[config.mk]
export PLATFORM = sky130hd
export DESIGN_NAME = pcam_top
export DESIGN_NICKNAME = d
export VERILOG_FILES = /design/src/rtl/pcam_pkg.sv /design/src/rtl/pcam_param_ext.sv /design/src/rtl/pcam_word.sv /design/src/rtl/pcam_prio_enc.sv /design/src/rtl/pcam_top.sv
export SDC_FILE = /design/constraint.sdc
export NUM_CORES = 1
export LEC_CHECK = 0
export BUFFER_PORTS_ARGS = -buffer_cell sky130_fd_sc_hd__buf_2
export CORE_ASPECT_RATIO = 1.25
export CORE_UTILIZATION = 30
export DETAILED_ROUTE_END_ITERATION = 16
export HOLD_SLACK_MARGIN = 0.06
export PLACE_DENSITY = 0.46
export SKIP_LAST_GASP = 1
export SLEW_MARGIN = 20
export SYNTH_ARGS = -nofsm -noshare
export SYNTH_HDL_FRONTEND = slang
export SYNTH_SLANG_ARGS = --single-unit
[constraint.sdc]
create_clock -name clk_i -period 3.1 [get_ports clk_i]
set_input_delay 0.31 -clock clk_i [delete_from_list [all_inputs] [get_ports clk_i]]
set_output_delay 0.31 -clock clk_i [all_outputs]
set_load 0.02 [all_outputs]
[src/rtl/pcam_pkg.sv]
package pcam_pkg;
  function automatic int param_w(input int width);
    return $clog2(width + 2);
  endfunction
endpackage

[src/rtl/pcam_param_ext.sv]
module pcam_param_ext #(
  parameter int WIDTH = 16,
  parameter int PW    = 5
) (
  input  logic [WIDTH-1:0] data_i,
  output logic [PW-1:0]    param_o
);
  always_comb begin
    param_o = '0;
    for (int i = 0; i < WIDTH; i++) param_o = param_o + PW'(data_i[i]);
  end
endmodule

[src/rtl/pcam_word.sv]
module pcam_word #(
  parameter int WIDTH = 16,
  parameter int PW    = 5
) (
  input  logic             clk_i,
  input  logic             rst_ni,
  input  logic             wr_i,
  input  logic             inv_i,
  input  logic [WIDTH-1:0] wr_data_i,
  input  logic [PW-1:0]    wr_param_i,
  input  logic [PW-1:0]    key_param_i,
  input  logic             s2_en_i,
  input  logic [WIDTH-1:0] s2_key_i,
  output logic             cand_o,
  output logic             en_o,
  output logic             hit_o
);
  logic [WIDTH-1:0] data_q;
  logic [PW-1:0]    param_q;
  logic             invalid_q;

  always_ff @(posedge clk_i or negedge rst_ni) begin
    if (!rst_ni) begin
      data_q    <= '0;
      param_q   <= '0;
      invalid_q <= 1'b1;
    end else if (inv_i) begin
      invalid_q <= 1'b1;
    end else if (wr_i) begin
      data_q    <= wr_data_i;
      param_q   <= wr_param_i;
      invalid_q <= 1'b0;
    end
  end

  // stage 1: tag filter
  assign cand_o = !invalid_q && (param_q == key_param_i);
  // stage 2: wide compare only when enabled
  assign en_o   = s2_en_i && !invalid_q;
  assign hit_o  = en_o && (data_q == s2_key_i);


  inv_blocks_chk: assert property (@(posedge clk_i) disable iff (!rst_ni)
    inv_i |=> (!cand_o && !en_o && !hit_o));
endmodule

[src/rtl/pcam_prio_enc.sv]
module pcam_prio_enc #(
  parameter int N  = 16,
  parameter int IW = 4
) (
  input  logic [N-1:0]  req_i,
  output logic          found_o,
  output logic [IW-1:0] idx_o
);
  always_comb begin
    found_o = 1'b0;
    idx_o   = '0;
    for (int i = N - 1; i >= 0; i--) begin
      if (req_i[i]) begin
        found_o = 1'b1;
        idx_o   = IW'(i);
      end
    end
  end
endmodule

[src/rtl/pcam_top.sv]
module pcam_top #(
  parameter int WORDS = 16,
  parameter int WIDTH = 16,
  localparam int IW   = $clog2(WORDS),
  localparam int PW   = pcam_pkg::param_w(WIDTH)
) (
  input  logic             clk_i,
  input  logic             rst_ni,
  input  logic             wr_en_i,
  input  logic [IW-1:0]    wr_addr_i,
  input  logic [WIDTH-1:0] wr_data_i,
  input  logic             inv_en_i,
  input  logic [IW-1:0]    inv_addr_i,
  input  logic             srch_start_i,
  input  logic [WIDTH-1:0] srch_key_i,
  output logic             done_o,
  output logic             hit_o,
  output logic [IW-1:0]    match_idx_o,
  output logic [WORDS-1:0] match_vec_o,
  output logic [WORDS-1:0] cmp_en_o
);
  logic [PW-1:0]    wr_param, key_param;
  logic [WORDS-1:0] cand, word_en, word_hit;
  logic             s1_vld_q;
  logic [WIDTH-1:0] s1_key_q;
  logic [WORDS-1:0] s1_en_q;
  logic             enc_found;
  logic [IW-1:0]    enc_idx;

  pcam_param_ext #(.WIDTH(WIDTH), .PW(PW)) u_wr_ext  (.data_i(wr_data_i),  .param_o(wr_param));
  pcam_param_ext #(.WIDTH(WIDTH), .PW(PW)) u_key_ext (.data_i(srch_key_i), .param_o(key_param));

  for (genvar g = 0; g < WORDS; g++) begin : g_word
    pcam_word #(.WIDTH(WIDTH), .PW(PW)) u_word (
      .clk_i      (clk_i),
      .rst_ni     (rst_ni),
      .wr_i       (wr_en_i  && (wr_addr_i  == IW'(g))),
      .inv_i      (inv_en_i && (inv_addr_i == IW'(g))),
      .wr_data_i  (wr_data_i),
      .wr_param_i (wr_param),
      .key_param_i(key_param),
      .s2_en_i    (s1_en_q[g]),
      .s2_key_i   (s1_key_q),
      .cand_o     (cand[g]),
      .en_o       (word_en[g]),
      .hit_o      (word_hit[g])
    );
  end

  pcam_prio_enc #(.N(WORDS), .IW(IW)) u_enc (
    .req_i(word_hit), .found_o(enc_found), .idx_o(enc_idx));

  // stage 1 register: key and candidate set
  always_ff @(posedge clk_i or negedge rst_ni) begin
    if (!rst_ni) begin
      s1_vld_q <= 1'b0;
      s1_key_q <= '0;
      s1_en_q  <= '0;
    end else begin
      s1_vld_q <= srch_start_i;
      s1_en_q  <= srch_start_i ? cand : '0;
      if (srch_start_i) s1_key_q <= srch_key_i;
    end
  end

  // stage 2 register: result, held until next search completes
  always_ff @(posedge clk_i or negedge rst_ni) begin
    if (!rst_ni) begin
      done_o      <= 1'b0;
      hit_o       <= 1'b0;
      match_idx_o <= '0;
      match_vec_o <= '0;
      cmp_en_o    <= '0;
    end else begin
      done_o <= s1_vld_q;
      if (s1_vld_q) begin
        hit_o       <= enc_found;
        match_idx_o <= enc_idx;
        match_vec_o <= word_hit;
        cmp_en_o    <= word_en;
      end
    end
  end


  vec_in_en_chk: assert property (@(posedge clk_i) disable iff (!rst_ni)
    done_o |-> ((match_vec_o & ~cmp_en_o) == '0));

  start_s1_chk: assert property (@(posedge clk_i) disable iff (!rst_ni)
    srch_start_i |=> s1_vld_q);

  s1_done_chk: assert property (@(posedge clk_i) disable iff (!rst_ni)
    s1_vld_q |=> done_o);

  no_spurious_done_chk: assert property (@(posedge clk_i) disable iff (!rst_ni)
    !s1_vld_q |=> !done_o);

  hold_result_chk: assert property (@(posedge clk_i) disable iff (!rst_ni)
    !done_o |-> ($stable(hit_o) && $stable(match_idx_o) && $stable(match_vec_o)));

  miss_zero_chk: assert property (@(posedge clk_i) disable iff (!rst_ni)
    (done_o && !hit_o) |-> (match_idx_o == '0 && match_vec_o == '0));

  hit_vec_chk: assert property (@(posedge clk_i) disable iff (!rst_ni)
    done_o |-> (hit_o == (match_vec_o != '0)));
endmodule

==> results of run 1 <==
final timing paths:
kind	endpoint	slack (ns)	start
max	s1_en_q[14]	-0.68	srch_key_i[1]
min	g_word[11].u_word.data_q[15]	0.09	wr_data_i[15]
max reg2reg	match_idx_o[1]	0.17	s1_key_q[0]
min reg2reg	match_vec_o[0]	0.48	match_vec_o[0]
max in group asynchronous	g_word[3].u_word.invalid_q	1.81	rst_ni
min in group asynchronous	match_vec_o[4]	0.32	rst_ni
state kept, by name (all words and copies together) (netlist names):
register / count
g_word.u_word.data_q: 256
g_word.u_word.param_q: 80
cmp_en_o: 16
g_word.u_word.invalid_q: 16
match_vec_o: 16
s1_en_q: 16
s1_key_q: 16
match_idx_o: 4
done_o: 1
hit_o: 1
s1_vld_q: 1
critical path: stages:
cell and delay [ns]:
buf_6 0.10, ha_4 0.25, inv_2 0.03, fa_1 0.47, inv_1 0.05, fa_1 0.45
fa_1 0.51, inv_2 0.04, fa_1 0.45, fa_2 0.35, inv_2 0.07, fa_2 0.53
buf_6 0.18, xnor2_2 0.11, nand4b_1 0.12, nor4_2 0.25
synthesized netlist by cell type (all sizes together), types with 33 or more instances:
cell / number / share of area [%]
nand3: 33 / 0.79
inv: 57 / 1.0
xor2: 148 / 6.2
nor2: 39 / 0.70
nor4: 60 / 2.0
clkbuf: 99 / 1.8
dfrtp: 407 / 49
nand2: 464 / 8.3
o21ai: 218 / 5.2
nand4: 34 / 1.0
mux2: 93 / 5.0
xnor2: 192 / 8.0
kinds of logic after synthesis:
family,count (synthesis),synth area share (%)
AOI/OAI and AO/OA,264,6.81
xor gates and xnor gates,340,14.2
adders and majority gates,30,2.51
buffers and inverters,185,3.47
DFF,423,50.6
muxes,103,5.47
and+or+nand+nor,751,17.0
layout make-up:
type | count | area, µm² | area share, %
flip-flops and latches | 423 | 10600 | 41.2
multi-input cells | 1488 | 10000 | 38.9
repair buffers | 233 | 2090 | 8.10
clock buffers | 66 | 1370 | 5.31
well taps | 935 | 1170 | 4.55
clock inverters | 16 | 289 | 1.12
inverters | 57 | 214 | 0.831
routing by layer:
layer / wire [µm] / share of wire [%] / global-route usage [%] / vias to the layer above
met1: 29900 / 42 / 26.1 / 7645
met2: 35400 / 50 / 35.1 / 343
met4: 2430 / 3.4 / 7.11 / 0
met5: 0 / 0 / 0 / -
li1: - / - / - / 7296
met3: 2900 / 4.1 / 2.34 / 108
power breakdown:
group | total, W | switching (W) | internal, W | leakage [nW]
Combinational | 0.00785 | 0.00414 | 0.00371 | 5.43
Sequential | 0.00780 | 0.000963 | 0.00684 | 5.37
Clock | 0.00611 | 0.00239 | 0.00372 | 0.811
metrics by stage:
step	power (W)	area [µm²]	TNS, ns	cells	util (%)
6_report	0.0218	25700	-35.35	3218	37.1
5_1_grt	0.0230	25700	-43.85	3218	37.1
4_1_cts	0.0218	25600	-34.44	3218	37.0
3_5_place_dp	0.0155	23600	-92.78	3116	34.1
3_3_place_gp	0.0153	23600	-91.69	3116	34.1
2_1_floorplan	0.0128	21300	-60.69	2096	-
what timing repair did:
item / CTS / global route
pin swaps: 5 / 6
endpoints found under the setup margin: 85 / 95
resized for setup: 27 / 17
buffers inserted: 3 / 0
hold buffers: 15 / 0
gates cloned: 2 / 0
endpoints found under the hold margin: 90 / 0
==> impl.org, run 1 <==
** GRT
- The first global-routing pass estimated 106000 µm of wire.
- Overall track demand over capacity in global routing :: 20.3%
- Global routing finished with a remaining overflow of 0.
- Number of global-route vias before repair :: 15800
- Maximum number of pins on one net before global-route repair :: 80
- Antenna violations before repair :: 0

** Outcome
- Run status :: finished with violations
- Violations in the final reports :: negative setup slack

** Floorplan
- For this design the top-level I/O count stands at 83.
- The total area inside the core boundary comes to 69300 µm².
- Die Ht :: 298 µm
- The die covers 71000 µm².
- Once the floorplan was initialized, standard cells occupied 30.2% of the core.
- The floorplan step set the die width to 238 µm.
- The floorplan has 108 rows.

** Layout
- Top library cells by usage in the layout, fill and taps aside :: 460 x nand2_1, 406 x dfrtp_1, 177 x xnor2_1
- Antenna fix cells :: 0
- Leading cell type in the layout, fill and taps excluded :: nand2_1
- Compared with the post-synthesis result, the final layout area differs by 22.7%.
- Filler cell count in the final layout :: 6860
- At the end of the flow, the number of nets in the layout was 2323.
- The post-route netlist has 20.6% of its cells at a drive strength greater than 1.

** Job
- MaxCap Viol Count :: 0

** Pwr
- Leakage power total :: 11.6 nW
- The worst-case IR drop observed on VDD is 0.000428 V.
- Total power per unit cell area :: 846 nW/µm²

** Drt
- Detailed routing inserted a total of 15400 vias.
- Vias per Instance :: 4.78
- WL/cell :: 22.0 µm
- The first TritonRoute pass finished after 5 iterations.
- The count of nets left with antenna violations once routing finished came out at 0.
- For this block, the routed nets add up to 70700 µm of wire.
- In this run, the number of DRC markers left after iteration 0 of detailed routing was 972.
- For this run, design rule violations remaining after detail routing come to 0.

** Setup path
- Required @ worst endpoint :: 3.59 ns
- Kind of launch point of the worst setup path :: input pin
- Arrival @ worst endpoint :: 4.26 ns
- Kind of end point of the critical path :: register
- Of all nets on the critical path, the largest fanout is 3.
- The critical path is of the input pin to register type.
- Number of cell instances on the worst register-to-register path :: 10

** Placement
- RePlAce Congestion :: 0.893
- The HPWL after detailed placement is 46600 µm.
- OpenSTA, run right after detailed placement, puts the worst setup slack at -1.33 ns.
- In this run the tool buffered the top-level ports with 82 buffer cells.

** Yosys
- Synthesis instantiated 53 different standard cells from the library.
- After synthesis, the share of flip-flops with an asynchronous set or reset is 100%.
- Share of the yosys chip area belonging to registers :: 50.6%
- The number of nets handed over by synthesis was 2171.
- Post-synth EDFFs :: 0
- The cell area that synthesis handed to floorplanning was 21000 µm².
- Register bit total from synthesis :: 423
- The average instance in the mapped netlist occupies 10.0 µm².
- After technology mapping, the gate count stands at 2096.
- The Yosys step of the flow raised 0 warnings.
- In the synthesized netlist the dominant register cell turns out to be dfrtp_1.

** Timing
- Maximum frequency from static timing analysis :: 265 MHz
- For the pin with the worst max-slew slack, the measured transition is 0.869 ns.
- Setup repair after global routing could not meet its margin everywhere.
- Hold WS :: 0.0909 ns
- The final critical path takes up 122% of the cycle.
- Setup slack on the critical path of the routed design comes to -0.677 ns.
- Headroom to the max-slew limit came out at 42.1%.
- Final critical delay including setup and external delays :: 3.78 ns
- Setup violations remaining at the end of the flow were counted as 85.
- Between clock sinks in the finished design, the worst skew comes to 0.0250 ns.
- Endpoints failing hold :: 0
- Final Max Tran Viols :: 0

** Hold path
- Worst min path class :: input pin to register
- Hold Crit Depth :: 3

** Clocking
- At the later pin of the worst-skew pair, clock insertion delay measures 0.60 ns.
- Clock net sink count :: 423
- The clock passes through at most 3 buffers.
- Number of buffers created by CTS :: 45
- Maximum level of the CTS H-tree :: 2
- TritonCTS built the clock tree.
- Clock root buffer master :: clkbuf_16
- Clock Pin Slew Worst Setup and Hold Paths :: 0.06 ns
No activity file was read; power rests on OpenSTA's default activity.
==> inputs of run 2 (changes only) <==
CORE_ASPECT_RATIO = default   (was 1.25)
==> impl.org, run 2 (synthesized netlist as in run 1, its figures left out) <==
** Clocking
- The clock transition at the registers of the reported paths came to 0.06 ns (about the same).
- TritonCTS built the clock tree.
- The later-pin clock latency in the skew report came to 0.59 ns (about the same).
- Maximum level of the CTS H-tree :: 2 (unchanged)
- The number of buffers on the longest clock path is 3 (unchanged).
- The total clock buffers created by CTS came to 49 (+8.9%).
- Clock net sink count :: 423 (unchanged)
- Clock root buffer master :: clkbuf_16

** Placement
- Placed Cells :: 3126 (+0.32%)
- The post-DP HPWL came to 47700 µm (+2.5%).
- DP Worst Slack :: -1.35 ns (-0.0218 ns)
- The total of buffers placed on input and output ports is 82 (unchanged).
- The placer's final routability congestion estimate was 0.866 (-3.1%).

** Setup path
- The worst setup path is launched from an input pin.
- WS Path Type :: input pin to register
- The critical path data arrival time is 4.24 ns (-0.02 ns).
- The cell that appears most often on the critical path is fa_1.
- Crit-path slowest cell :: fa_2
- Largest stage delay, worst path :: 0.53 ns (about the same)
- The worst reg-to-reg path cell count was 9 (-1).
- Worst-path cell chain :: buf_6, ha_4, inv_2, fa_1, inv_1, fa_1, fa_1, inv_1, fa_1, fa_2, inv_2, fa_2, buf_12, xnor2_1, nand4_1, nor4_1
- The buffer and inverter count on the worst path is 6 (unchanged).
- Worst-path fanout max :: 7 (+4)
- STA classifies the critical path endpoint as a register.
- Required @ worst endpoint :: 3.58 ns (about the same)
- Number of cells on the critical path :: 16 (unchanged)
- On the critical path the largest part of the delay comes from adder cells.

** Layout
- Largest registers ranked by flip-flop count :: g_word.u_word.data_q x256, g_word.u_word.param_q x80
- Area Growth Syn to Fin :: 22.8% (about the same)
- Ranked by flip-flop count, first place goes to g_word.u_word.data_q.
- Multi-input combinational cell area :: 10000 µm² (+0.43%)
- Leading cell type in the layout, fill and taps excluded :: nand2_1
- Post-layout nets :: 2344 (+0.90%)
- Non-Filler Instances :: 3237 (+0.59%)
- Top library cells by usage in the layout, fill and taps aside :: 462 x nand2_1, 406 x dfrtp_1, 178 x xnor2_1
- The flip-flop count of the largest register, all copies and words added is 256 (unchanged).
- Ratio of cells with drive above 1 in the final layout :: 21.7% (+1.1 points)
- Filler cell count in the final layout :: 6865 (+0.073%)
- The sequential cell area is 10600 µm² (unchanged).

** Floorplan
- Number of standard-cell rows in the floorplan :: 96 (-11%)
- The chip height came to 266 µm (-10%).
- The area enclosed by the die boundary is 71000 µm² (about the same).
- The core region area was 68800 µm² (-0.71%).
- The initial standard-cell utilization of the core came to 30.5% (+0.22 points).
- The number of placed I/O pins is 83 (unchanged).
- Die outline width :: 266 µm (+12%)

** GRT
- Maximum number of pins on one net before global-route repair :: 86 (+7.5%)
- Number of global-route vias before repair :: 16000 (+0.89%)
- The total grt overflow came to 0 (unchanged).
- The overall fraction of global-route tracks in use is 20.4% (+0.096 points).
- The initial antenna violation count came to 0 (unchanged).
- Wire length of the first global-routing pass :: 107000 µm (+0.32%)

** Timing
- Endpoints failing hold :: 0 (unchanged)
- The share of the clock period used by the worst path after layout came to 121% (-0.46 points).
- Clock skew after layout :: 0.0124 ns (-0.0126 ns)
- Final critical delay including setup and external delays :: 3.76 ns (-0.0143 ns)
- The final count of pins violating max slew came to 0 (unchanged).
- The actual slew at the worst max-slew pin is 0.897 ns (+0.0278 ns).
- The relative slew slack is 40.2% (-1.9 points).
- The number of failing setup endpoints in the final timing report is 85 (unchanged).
- The worst hold-check slack came to 0.0893 ns (-0.00166 ns).
- Fin worst setup slack :: -0.662 ns (+0.0143 ns)
- Setup repair after global routing could not meet its margin everywhere.
- Maximum frequency from static timing analysis :: 266 MHz (+0.38%)
- The setup total negative slack is -34.58 ns (+0.775 ns).

** Pwr
- The peak ir drop on the vdd network is 0.000706 V (+65%).
- Internal Power :: 0.0141 W (-1.4%)
- Net switching share of the total power :: 35.0% (+0.63 points)
- Fraction of power consumed by combinational cells :: 36.9% (+0.8 points)
- Overall power after layout :: 0.0217 W (-0.45%)
- Leakage power total :: 11.7 nW (+0.36%)
- Share of power burned in registers :: 36.1% (+0.2 points)
- The total net switching power came to 0.00759 W (+1.4%).
- Relative contribution of the clock network to total power :: 27.1% (-1.0 points)
- The areal power density over the cells came to 842 nW/µm² (-0.47%).

** Hold path
- The number of stages on the worst hold path is 3 (unchanged).
- The worst hold path belongs to the class input pin to register.

** Outcome
- The run finished, with violations left.
- Violations in the final reports :: negative setup slack

** Drt
- The overall routed net length was 71200 µm (+0.78%).
- The total iterations of the first detailed-routing run came to 6 (+1).
- WL/cell :: 22.0 µm (+0.19%)
- The iteration-0 DRC count of the detailed router came to 991 (+2.0%).
- Number of routed nets with antenna violations :: 0 (unchanged)
- Vias per Instance :: 4.80 (+0.40%)
- Number of vias after detailed routing :: 15500 (+0.99%)
- DRC violation count after routing :: 0 (unchanged)

** Job
- MaxCap Viol Count :: 0 (unchanged)
[run 2: cell types whose count changed in the layout (fill, tap and decap cells not counted), moves of 2 or more]
cell and delta:
buf_12 -10, buf_4 +20, buf_6 +4, bufinv_16 -5, clkbuf_1 +4, clkbuf_16 +2
clkbuf_8 +2, clkinv_2 +4, dlygate4sd3_1 +3, nand2_1 +2, nand2_2 -2, o21ai_1 -16
o21ai_2 +17
[run 2: worst reg2reg max path: cells and delay by family (launching register included)]
family / cells / cell delay, ns
AND/OR/NAND/NOR: 6 / 1.65
AO/OA/AOI/OAI: 1 / 0.51
buffers and inverters: 2 / 0.39
flip-flops: 1 / 0.37
[run 2: final timing paths]
path	endpoint	start	slack [ns]
worst max register to register	match_idx_o[1]	g_word[12].u_word.invalid_q	0.05
worst min register to register	match_vec_o[0]	match_vec_o[0]	0.47
min in group asynchronous	g_word[0].u_word.param_q[0]	rst_ni	0.34
max in group asynchronous	match_vec_o[2]	rst_ni	1.75
worst max-delay path	s1_en_q[12]	srch_key_i[1]	-0.66
worst min-delay path	s1_key_q[8]	srch_key_i[8]	0.09
[run 2: power groups by stage]
stage | Clock, W | Combinational [W] | Sequential (W)
final | 0.00586 | 0.00798 | 0.00782
after global routing | 0.00622 | 0.00869 | 0.00798
after CTS | 0.00600 | 0.00793 | 0.00782
after detailed placement | 0 | 0.00750 | 0.00790
after global placement | 0 | 0.00736 | 0.00789
after floorplan | 0 | 0.00518 | 0.00765
[run 2: cell type report]
class	count	area share [%]
diodes	1	0.00972
repair buffers	250	8.18
inverters	57	0.831
clock inverters	13	0.554
well taps	931	4.53
clock buffers	74	5.67
multi-input cells	1488	39.0
flip-flops and latches	423	41.2
[run 2: repair_timing]
item / CTS / global route
endpoints found under the hold margin: 99 / 0
hold buffers: 18 / 0
gates resized for setup: 46 / 14
gates cloned: 2 / 0
endpoints found under the setup margin: 87 / 97
setup buffers: 3 / 0
pin swaps: 5 / 3
[run 2: metal layers]
layer	global-route usage, %	part of all wire, %	up-vias	wire length, µm
met3	2.39	3.5	112	2520
met2	34.6	49	310	34700
met5	0	0	-	0
met1	27.1	45	7797	31900
li1	-	-	7326	-
met4	6.60	2.9	0	2090
[run 2: per-stage QoR]
step	utilization, %	area, µm²
after floorplan	-	21300
after global placement	34.3	23600
after detailed placement	34.3	23600
after CTS	37.3	25700
after global routing	37.4	25700
final	37.4	25700
